$ cat config.mk
export PLATFORM = sky130hd
export DESIGN_NAME = event_arbiter
export DESIGN_NICKNAME = d
export VERILOG_FILES = /design/src/rtl/evarb_pkg.sv /design/src/rtl/evarb_select.sv /design/src/rtl/evarb_nmi_ctl.sv /design/src/rtl/evarb_step_ctl.sv /design/src/rtl/event_arbiter.sv
export SDC_FILE = /design/constraint.sdc
export NUM_CORES = 1
export LEC_CHECK = 0
export BUFFER_PORTS_ARGS = -buffer_cell sky130_fd_sc_hd__buf_4
export CAP_MARGIN = 10
export CORE_MARGIN = 2
export CORE_UTILIZATION = 35
export CTS_CLUSTER_SIZE = 25
export DETAILED_ROUTE_END_ITERATION = 12
export HOLD_SLACK_MARGIN = 0.02
export PLACE_DENSITY_LB_ADDON = 0.05
export SKIP_LAST_GASP = 1
export SLEW_MARGIN = 20
export SYNTH_ARGS = -nofsm -noshare
export SYNTH_HDL_FRONTEND = slang
export SYNTH_SLANG_ARGS = --single-unit
$ cat constraint.sdc
create_clock -name clk -period 3.2 [get_ports clk]
set_clock_uncertainty 0.2 [all_clocks]
set_input_delay 0.64 -clock clk [delete_from_list [all_inputs] [get_ports clk]]
set_output_delay 0.64 -clock clk [all_outputs]
set_load 0.005 [all_outputs]
$ cat src/rtl/evarb_pkg.sv
package evarb_pkg;

    localparam int VEC_W   = 8;
    localparam int NUM_SRC = 5;

    typedef logic [VEC_W-1:0] vec_t;

    typedef enum logic [2:0] {
        SRC_NONE,
        SRC_SW,
        SRC_STEP,
        SRC_NMI,
        SRC_FPU,
        SRC_INTR
    } src_e;

    typedef struct packed {
        src_e src;
        vec_t vec;
    } pick_t;

    localparam vec_t STEP_VEC = vec_t'(1);
    localparam vec_t NMI_VEC  = vec_t'(2);
    localparam vec_t FPU_VEC  = vec_t'(16);

    // Candidate slot to source kind; slot 0 has the highest priority.
    function automatic src_e slot_src(input int slot);
        case (slot)
            0:       return SRC_SW;
            1:       return SRC_STEP;
            2:       return SRC_NMI;
            3:       return SRC_FPU;
            4:       return SRC_INTR;
            default: return SRC_NONE;
        endcase
    endfunction

endpackage

$ cat src/rtl/evarb_select.sv
module evarb_select
    import evarb_pkg::*;
(
    input  logic [NUM_SRC-1:0]            req_i,
    input  logic [NUM_SRC-1:0][VEC_W-1:0] vec_i,
    output pick_t                         pick_o,
    output logic                          any_o
);

    logic hit;

    always_comb begin
        pick_o = '{src: SRC_NONE, vec: '0};
        hit    = 1'b0;
        for (int s = 0; s < NUM_SRC; s++) begin
            if (req_i[s] && !hit) begin
                pick_o.src = slot_src(s);
                pick_o.vec = vec_i[s];
                hit        = 1'b1;
            end
        end
        any_o = hit;
    end

endmodule

$ cat src/rtl/evarb_nmi_ctl.sv
module evarb_nmi_ctl (
    input  logic clk,
    input  logic rst,
    input  logic nmi_i,
    input  logic take_i,
    input  logic iret_i,
    output logic pend_o,
    output logic mask_o
);

    logic nmi_q;
    logic rise;

    assign rise = nmi_i && !nmi_q;

    always_ff @(posedge clk) begin
        if (rst) begin
            nmi_q  <= 1'b0;
            pend_o <= 1'b0;
            mask_o <= 1'b0;
        end else begin
            nmi_q <= nmi_i;
            if (rise)
                pend_o <= 1'b1;
            else if (take_i)
                pend_o <= 1'b0;
            if (take_i)
                mask_o <= 1'b1;
            else if (iret_i)
                mask_o <= 1'b0;
        end
    end

    AST_NMI_EDGE_LATCH: assert property (@(posedge clk) disable iff (rst)
        rise |=> pend_o);
    AST_NMI_MASK_SET: assert property (@(posedge clk) disable iff (rst)
        take_i |=> mask_o);
    AST_NMI_MASK_HOLD: assert property (@(posedge clk) disable iff (rst)
        (mask_o && !iret_i) |=> mask_o);
    AST_NMI_NOT_MASKED: assert property (@(posedge clk) disable iff (rst)
        take_i |-> (!mask_o && pend_o));
    AST_NMI_ONCE: assert property (@(posedge clk) disable iff (rst)
        (take_i && !rise) |=> !pend_o);

endmodule

$ cat src/rtl/evarb_step_ctl.sv
module evarb_step_ctl (
    input  logic clk,
    input  logic rst,
    input  logic tf_i,
    input  logic sw_take_i,
    input  logic step_take_i,
    output logic pend_o
);

    always_ff @(posedge clk) begin
        if (rst)
            pend_o <= 1'b0;
        else if (sw_take_i && tf_i)
            pend_o <= 1'b1;
        else if (step_take_i)
            pend_o <= 1'b0;
    end

    AST_STEP_ARM: assert property (@(posedge clk) disable iff (rst)
        (sw_take_i && tf_i) |=> pend_o);
    AST_STEP_KEEP: assert property (@(posedge clk) disable iff (rst)
        (pend_o && !step_take_i) |=> pend_o);

endmodule

$ cat src/rtl/event_arbiter.sv
module event_arbiter
    import evarb_pkg::*;
(
    input  logic             clk,
    input  logic             rst,
    input  logic             bnd_i,
    input  logic             iret_i,
    input  logic             tf_i,
    input  logic             ie_i,
    input  logic             sw_req_i,
    input  logic [VEC_W-1:0] sw_vec_i,
    input  logic             nmi_i,
    input  logic             fpu_err_i,
    input  logic             intr_i,
    input  logic [VEC_W-1:0] intr_vec_i,
    output logic             ack_o,
    output logic [VEC_W-1:0] vec_o,
    output logic             nmi_mask_o
);

    logic                            nmi_pend;
    logic                            step_pend;
    logic                            nmi_ready;
    logic [NUM_SRC-1:0]              cand_req;
    logic [NUM_SRC-1:0][VEC_W-1:0]   cand_vec;
    pick_t                           pick;
    logic                            any;
    logic                            grant;
    logic                            take_nmi;
    logic                            take_sw;
    logic                            take_step;
    src_e                            src_q;

    assign nmi_ready = nmi_pend && !nmi_mask_o;

    always_comb begin
        cand_req[0] = sw_req_i;
        cand_req[1] = tf_i || step_pend;
        cand_req[2] = nmi_ready;
        cand_req[3] = fpu_err_i;
        cand_req[4] = intr_i && ie_i;
        cand_vec[0] = sw_vec_i;
        cand_vec[1] = STEP_VEC;
        cand_vec[2] = NMI_VEC;
        cand_vec[3] = FPU_VEC;
        cand_vec[4] = intr_vec_i;
    end

    evarb_select u_select (
        .req_i  (cand_req),
        .vec_i  (cand_vec),
        .pick_o (pick),
        .any_o  (any)
    );

    assign grant     = bnd_i && any;
    assign take_nmi  = grant && (pick.src == SRC_NMI);
    assign take_sw   = grant && (pick.src == SRC_SW);
    assign take_step = grant && (pick.src == SRC_STEP);

    evarb_nmi_ctl u_nmi (
        .clk    (clk),
        .rst    (rst),
        .nmi_i  (nmi_i),
        .take_i (take_nmi),
        .iret_i (iret_i),
        .pend_o (nmi_pend),
        .mask_o (nmi_mask_o)
    );

    evarb_step_ctl u_step (
        .clk         (clk),
        .rst         (rst),
        .tf_i        (tf_i),
        .sw_take_i   (take_sw),
        .step_take_i (take_step),
        .pend_o      (step_pend)
    );

    always_ff @(posedge clk) begin
        if (rst) begin
            ack_o <= 1'b0;
            vec_o <= '0;
            src_q <= SRC_NONE;
        end else begin
            ack_o <= grant;
            src_q <= grant ? pick.src : SRC_NONE;
            if (grant)
                vec_o <= pick.vec;
        end
    end

    AST_ACK_NEEDS_BND: assert property (@(posedge clk) disable iff (rst)
        ack_o |-> $past(bnd_i));
    AST_BND_ANSWERED: assert property (@(posedge clk) disable iff (rst)
        (bnd_i && (sw_req_i || tf_i || fpu_err_i)) |=> ack_o);
    AST_STEP_OVER_EXT: assert property (@(posedge clk) disable iff (rst)
        (bnd_i && tf_i && !sw_req_i) |=> (ack_o && vec_o == STEP_VEC));
    AST_FPU_FIXED_VEC: assert property (@(posedge clk) disable iff (rst)
        (bnd_i && fpu_err_i && !sw_req_i && !tf_i && !step_pend && !nmi_ready)
        |=> (ack_o && vec_o == FPU_VEC));
    AST_INTR_NEEDS_IE: assert property (@(posedge clk) disable iff (rst)
        (src_q == SRC_INTR) |-> $past(ie_i && intr_i));

endmodule

### Word level (Yosys, flattened, before mapping)

Index checks and enable logic that the tools add are counted.

* reduce and logical (&&, ||, !) cells: 22
* muxes and demuxes: 16
* equality and inequality tests: 3

Operators with widths (count)
* 11-bit two-way mux: 4
* 1-bit logical AND: 12
* 1-bit two-way mux: 11
* 9-bit two-way mux: 1
* 3-bit by 2-bit equality test with 1-bit output (second input constant): 2
* 1-bit zero test: 6
* 2-bit nonzero test: 3
* 3-bit by 1-bit equality test with 1-bit output (second input constant): 1
* 1-bit logical OR: 1

* input bits: 26
* word-level logic and storage cells: 47
* flip-flop bits (word level): 13
* output and inout bits: 10

### Logic depth before layout (Yosys ltp)

* word-level depth: 17
* depth in mapped cells: 5
* gate-level depth less buffers: 4

### By module

From an unflattened synthesis, not the netlist that was laid out.

* cells, all modules: 119
* area, all modules: 1071.0 sq um

By module, submodules not included
* event_arbiter: times used 1, sequential area each 180.2 sq um, area an instance 460.4 sq um, cells an instance 48
* evarb_select: times used 1, sequential area each 0.0 sq um, area an instance 457.9 sq um, cells an instance 57
* evarb_nmi_ctl: times used 1, sequential area each 60.1 sq um, area an instance 113.9 sq um, cells an instance 10
* evarb_step_ctl: times used 1, sequential area each 20.0 sq um, area an instance 38.8 sq um, cells an instance 4

### Least setup slack after synthesis

Ideal clock, no wire load.

* kind: input port to flip-flop
* start point: input port sw_req_i
* end point: register u_step.pend_o
* required time: 2919 ps
* path slack: 1159 ps
* path buffers: 2
* data arrival time: 1761 ps
* stages: 5
* setup time: 81 ps
* cell sequence: or3_4 -> o31a_1 -> buf_6 -> buf_12 -> a211oi_2

* word-level cells in the longest chain between the ends: 17
* elaborated cells between the ends (all ways): 26
* classes of those cells: 2 x eq/ne; 11 x mux; 13 x reduce/logical

RTL lines
* start: declaration: line event_arbiter.sv:10 `input logic sw_req_i,`
* 1-bit two-way mux: line evarb_select.sv:16 `if (req_i[s] && !hit) begin`
* 1-bit zero test: line evarb_select.sv:16
* 1-bit logical AND: line evarb_select.sv:16
* 1-bit two-way mux: line evarb_select.sv:16
* 1-bit zero test: line evarb_select.sv:16
* 1-bit logical AND: line evarb_select.sv:16
* 1-bit two-way mux: line evarb_select.sv:16
* 1-bit zero test: line evarb_select.sv:16
* 1-bit logical AND: line evarb_select.sv:16
* 1-bit two-way mux: line evarb_select.sv:16
* 1-bit zero test: line evarb_select.sv:16
* 1-bit logical AND: line evarb_select.sv:16
* 11-bit two-way mux / 1-bit two-way mux (equally long branches): line evarb_select.sv:16
* 3-bit by 1-bit equality test with 1-bit output / 1-bit logical AND (equally long branches): line event_arbiter.sv:58, event_arbiter.sv:56
* 1-bit logical AND: line event_arbiter.sv:58 `assign take_sw = grant && (pick.src == SRC_SW);`
* 1-bit logical AND: line evarb_step_ctl.sv:13 `else if (sw_take_i && tf_i)`
* 1-bit two-way mux / 2-bit nonzero test (equally long branches)
* end signal: assignment: line evarb_step_ctl.sv:12 `pend_o <= 1'b0;`
* end signal: assignment: line evarb_step_ctl.sv:14 `pend_o <= 1'b1;`
* end signal: assignment: line evarb_step_ctl.sv:16 `pend_o <= 1'b0;`
* end: declaration: line evarb_step_ctl.sv:7 `output logic pend_o`

Several ways; a longest one is shown, not always the timed one.
A chain may end at the register's enable or synchronous reset.

### Worst setup path after layout

* start point: input port sw_req_i
* end point: register vec_o[4]

* word-level cells in the longest chain between the ends: 14
* elaborated cells between the ends (all ways): 19
* classes of those cells: 10 x mux; 9 x reduce/logical

RTL lines
* 1-bit two-way mux: line evarb_select.sv:16
* 1-bit zero test: line evarb_select.sv:16
* 1-bit logical AND: line evarb_select.sv:16
* 1-bit two-way mux: line evarb_select.sv:16
* 1-bit zero test: line evarb_select.sv:16
* 1-bit logical AND: line evarb_select.sv:16
* 1-bit two-way mux: line evarb_select.sv:16
* 1-bit zero test: line evarb_select.sv:16
* 1-bit logical AND: line evarb_select.sv:16
* 1-bit two-way mux: line evarb_select.sv:16
* 1-bit zero test: line evarb_select.sv:16
* 1-bit logical AND: line evarb_select.sv:16
* 1-bit two-way mux: line evarb_select.sv:16
* 1-bit logical AND: line event_arbiter.sv:56 `assign grant = bnd_i && any;`
* end signal: assignment: line event_arbiter.sv:89 `vec_o <= pick.vec;`
* end: declaration: line event_arbiter.sv:17 `output logic [VEC_W-1:0] vec_o,`

Several ways; a longest one is shown, not always the timed one.

==> qor.txt <==
Synth Register Bits - 13
drt initial violations - 12
DRC - 0
Layout area overhead - 43.52%
Synth area leader - dfxtp_1
Worst Hold Class - reg2reg
P per Cell Area - 387.5 nW/um^2
syn_nets - 90
RSZ-0062 raised after global routing - false
core area - 1727 sq um
Seq/Total Area, Yosys - 0.4023
critical path type - in2reg
Pleak - 0.4040 nW
Least-Margin Pin Slew - 0.7792 ns
Cells after Synth - 64
Mapped Avg Cell Area - 10.11 sq um
global route overflow - 0
count leader, synth - dfxtp_1
Post-CTS Setup Repair Bufs - 0
Final Slew Violations - 0
post-route minimum period - 2.119 ns
register area - 260.3 sq um
initial core utilization - 0.3746
FFs w/ async S/R, synth - 0
final setup violation count - 0
Post-synth top flop - dfxtp_1
largest net degree at the start of global routing - 19
maximum vdd ir drop - 0.2369 mV
GP Congestion - 0.7029
Vias/cell - 4.887
routed len/inst - 11.60 um
Die Area - 2208 sq um
Final Cell Area - 928.4 sq um
Clk pin slew, worst setup/hold paths - 0.08 ns
Switching Fraction - 0.2585
GRT Util Overall - 0.1460
CP Launch Type - input pin
routed vias - 606
Top Ports - 36
layout cell share with drive strength beyond 1 - 0.4848
Post-synth EDFFs - 0
row count - 15
drt total wl - 1.439 mm
first-pass GRT wire length - 2.235 mm
Netlist cell types - 25
clock network power share - 0.282
Arr. time, crit path - 2.14 ns
Post-DRT Antenna Nets - 0
Final nets - 126
Final Power - 0.3598 mW
status - finished clean
CTS Buf Count - 3
die extent in y - 46.99 um
CTS sink cnt - 13
Area after DPL - 902.1 sq um
max cap viols - 0
ANT cells - 0
post-synth top area share - 0.4023
Yosys warning count - 0
First-pass DRT Iterations - 4
CTS root buffer - clkbuf_4
share of power burned in registers - 0.493
hpwl dp - 1.084 mm
Synth top cells by count - 13 x dfxtp_1, 8 x nor2_1, 7 x a211oi_2
clock buffer depth - 2
number of port buffers - 35
hold-fix buffer count after cts - 0
combinational share of power - 0.225
Cell Area, Synth - 646.9 sq um
Worst Path Required - 3.22 ns
Psw - 0.09301 mW
f_max - 471.9 MHz
die width - 46.99 um
TNS Setup - 0 ns
H-tree Lvls - 1
Hold Vio Cnt, Final - 0
Worst Setup End Kind - flip-flop
relative slew slack - 0.4805
initial antenna violation count - 0
top cells by area, synth - dfxtp_1 40%, a211oi_2 14%, a22oi_1 5.8%
cell internal pwr - 0.2668 mW
TritonCTS clock tree - built
Core Util, Final - 0.5377
crit path max fanout - 18
Multi-input gate area - 336.6 sq um
vias in the first global route - 521
filler cell count in the final layout - 181
cts repair resizes - 0
period utilization - 0.6622
Worst-Skew Late Latency - 0.27 ns
==> path summary, 6_finish.rpt <==
| path | from | to | slack [ns] | cells after the start |
|---|---|---|---|---|
| setup / recovery | sw_req_i | vec_o[4]$_SDFFE_PP0P_ | 1.08 | 5 |
| hold / removal | u_nmi.nmi_q$_SDFF_PP0_ | u_nmi.pend_o$_SDFFE_PP0P_ | 0.29 | 2 |
| setup reg to reg | u_nmi.pend_o$_SDFFE_PP0P_ | vec_o[0]$_SDFFE_PP0P_ | 1.13 | 4 |
| hold reg to reg | u_nmi.nmi_q$_SDFF_PP0_ | u_nmi.pend_o$_SDFFE_PP0P_ | 0.29 | 2 |
==> metal layers <==
layer  share of wire  routed length (um)  GRT usage
met1            0.48                 687     0.1935
met5               0                   0          0
met3           0.069                  99    0.05769
met2            0.44                 640     0.2082
met4          0.0083                  12    0.06667
==> cell families after synthesis <==
| group | share of synthesized area |
|---|---|
| buf+inv | 0.07736 |
| compound gates | 0.3482 |
| simple gates | 0.1722 |
| flops | 0.4023 |
==> placed cells by master (no fill, tap or decap) <==
cell type / Yosys / routed
a222oi_1: 1 / 1
o31a_1: 1 / 1
nor3b_1: 1 / 1
clkbuf_4: 0 / 3
a21oi_1: 3 / 3
nand2_1: 3 / 3
clkbuf_1: 1 / 1
nor2_1: 8 / 8
nor3_1: 1 / 1
or3_4: 1 / 1
o21ai_0: 2 / 2
a311oi_2: 1 / 1
a32oi_1: 1 / 1
nor4_4: 1 / 1
a211oi_2: 7 / 7
dfxtp_1: 13 / 13
buf_4: 0 / 35
nand2b_1: 1 / 1
a2111oi_0: 1 / 1
nor2b_1: 3 / 3
a21o_1: 2 / 2
inv_1: 3 / 3
a2bb2oi_1: 1 / 1
a22oi_1: 5 / 5
==> state kept, by name, indices dropped and copies added, names as in the netlist <==
register	cells
u_nmi.nmi_q	1
u_step.pend_o	1
vec_o	8
u_nmi.pend_o	1
u_nmi.mask_o	1
ack_o	1
==> power groups by stage <==
stage | Clock (mW) | Sequential (mW) | Combinational [mW]
6_report | 0.102 | 0.177 | 0.0811
3_5_place_dp | 0 | 0.181 | 0.0817
3_3_place_gp | 0 | 0.181 | 0.0816
5_1_grt | 0.115 | 0.179 | 0.0890
4_1_cts | 0.109 | 0.177 | 0.0820
2_1_floorplan | 0 | 0.181 | 0.0433
==> critical path: stages <==
cell     delay, ns
buf_4         0.15
or3_4         0.41
o31a_1        0.54
nor3b_1       0.28
a21o_1        0.11
==> per-stage QoR <==
| step | cells | setup WS, ns | hold slack [ns] |
|---|---|---|---|
| floorplan | 64 | 1.159 | 0.2488 |
| global placement | 120 | 0.8319 | 0.2719 |
| detailed placement | 120 | 0.8059 | 0.2754 |
| CTS | 124 | 1.102 | 0.2892 |
| global route | 124 | 0.9887 | 0.3070 |
| finish | 124 | 1.081 | 0.2850 |
==> area by class of cell <==
type	count	area share
Clock buffer	4	0.02830
Inverter	3	0.01213
Multi-Input combinational cell	44	0.3625
Sequential cell	13	0.2803
Tap cell	25	0.03369
Timing Repair Buffer	35	0.2830
Note: power is estimated with default switching activity, not from simulation.
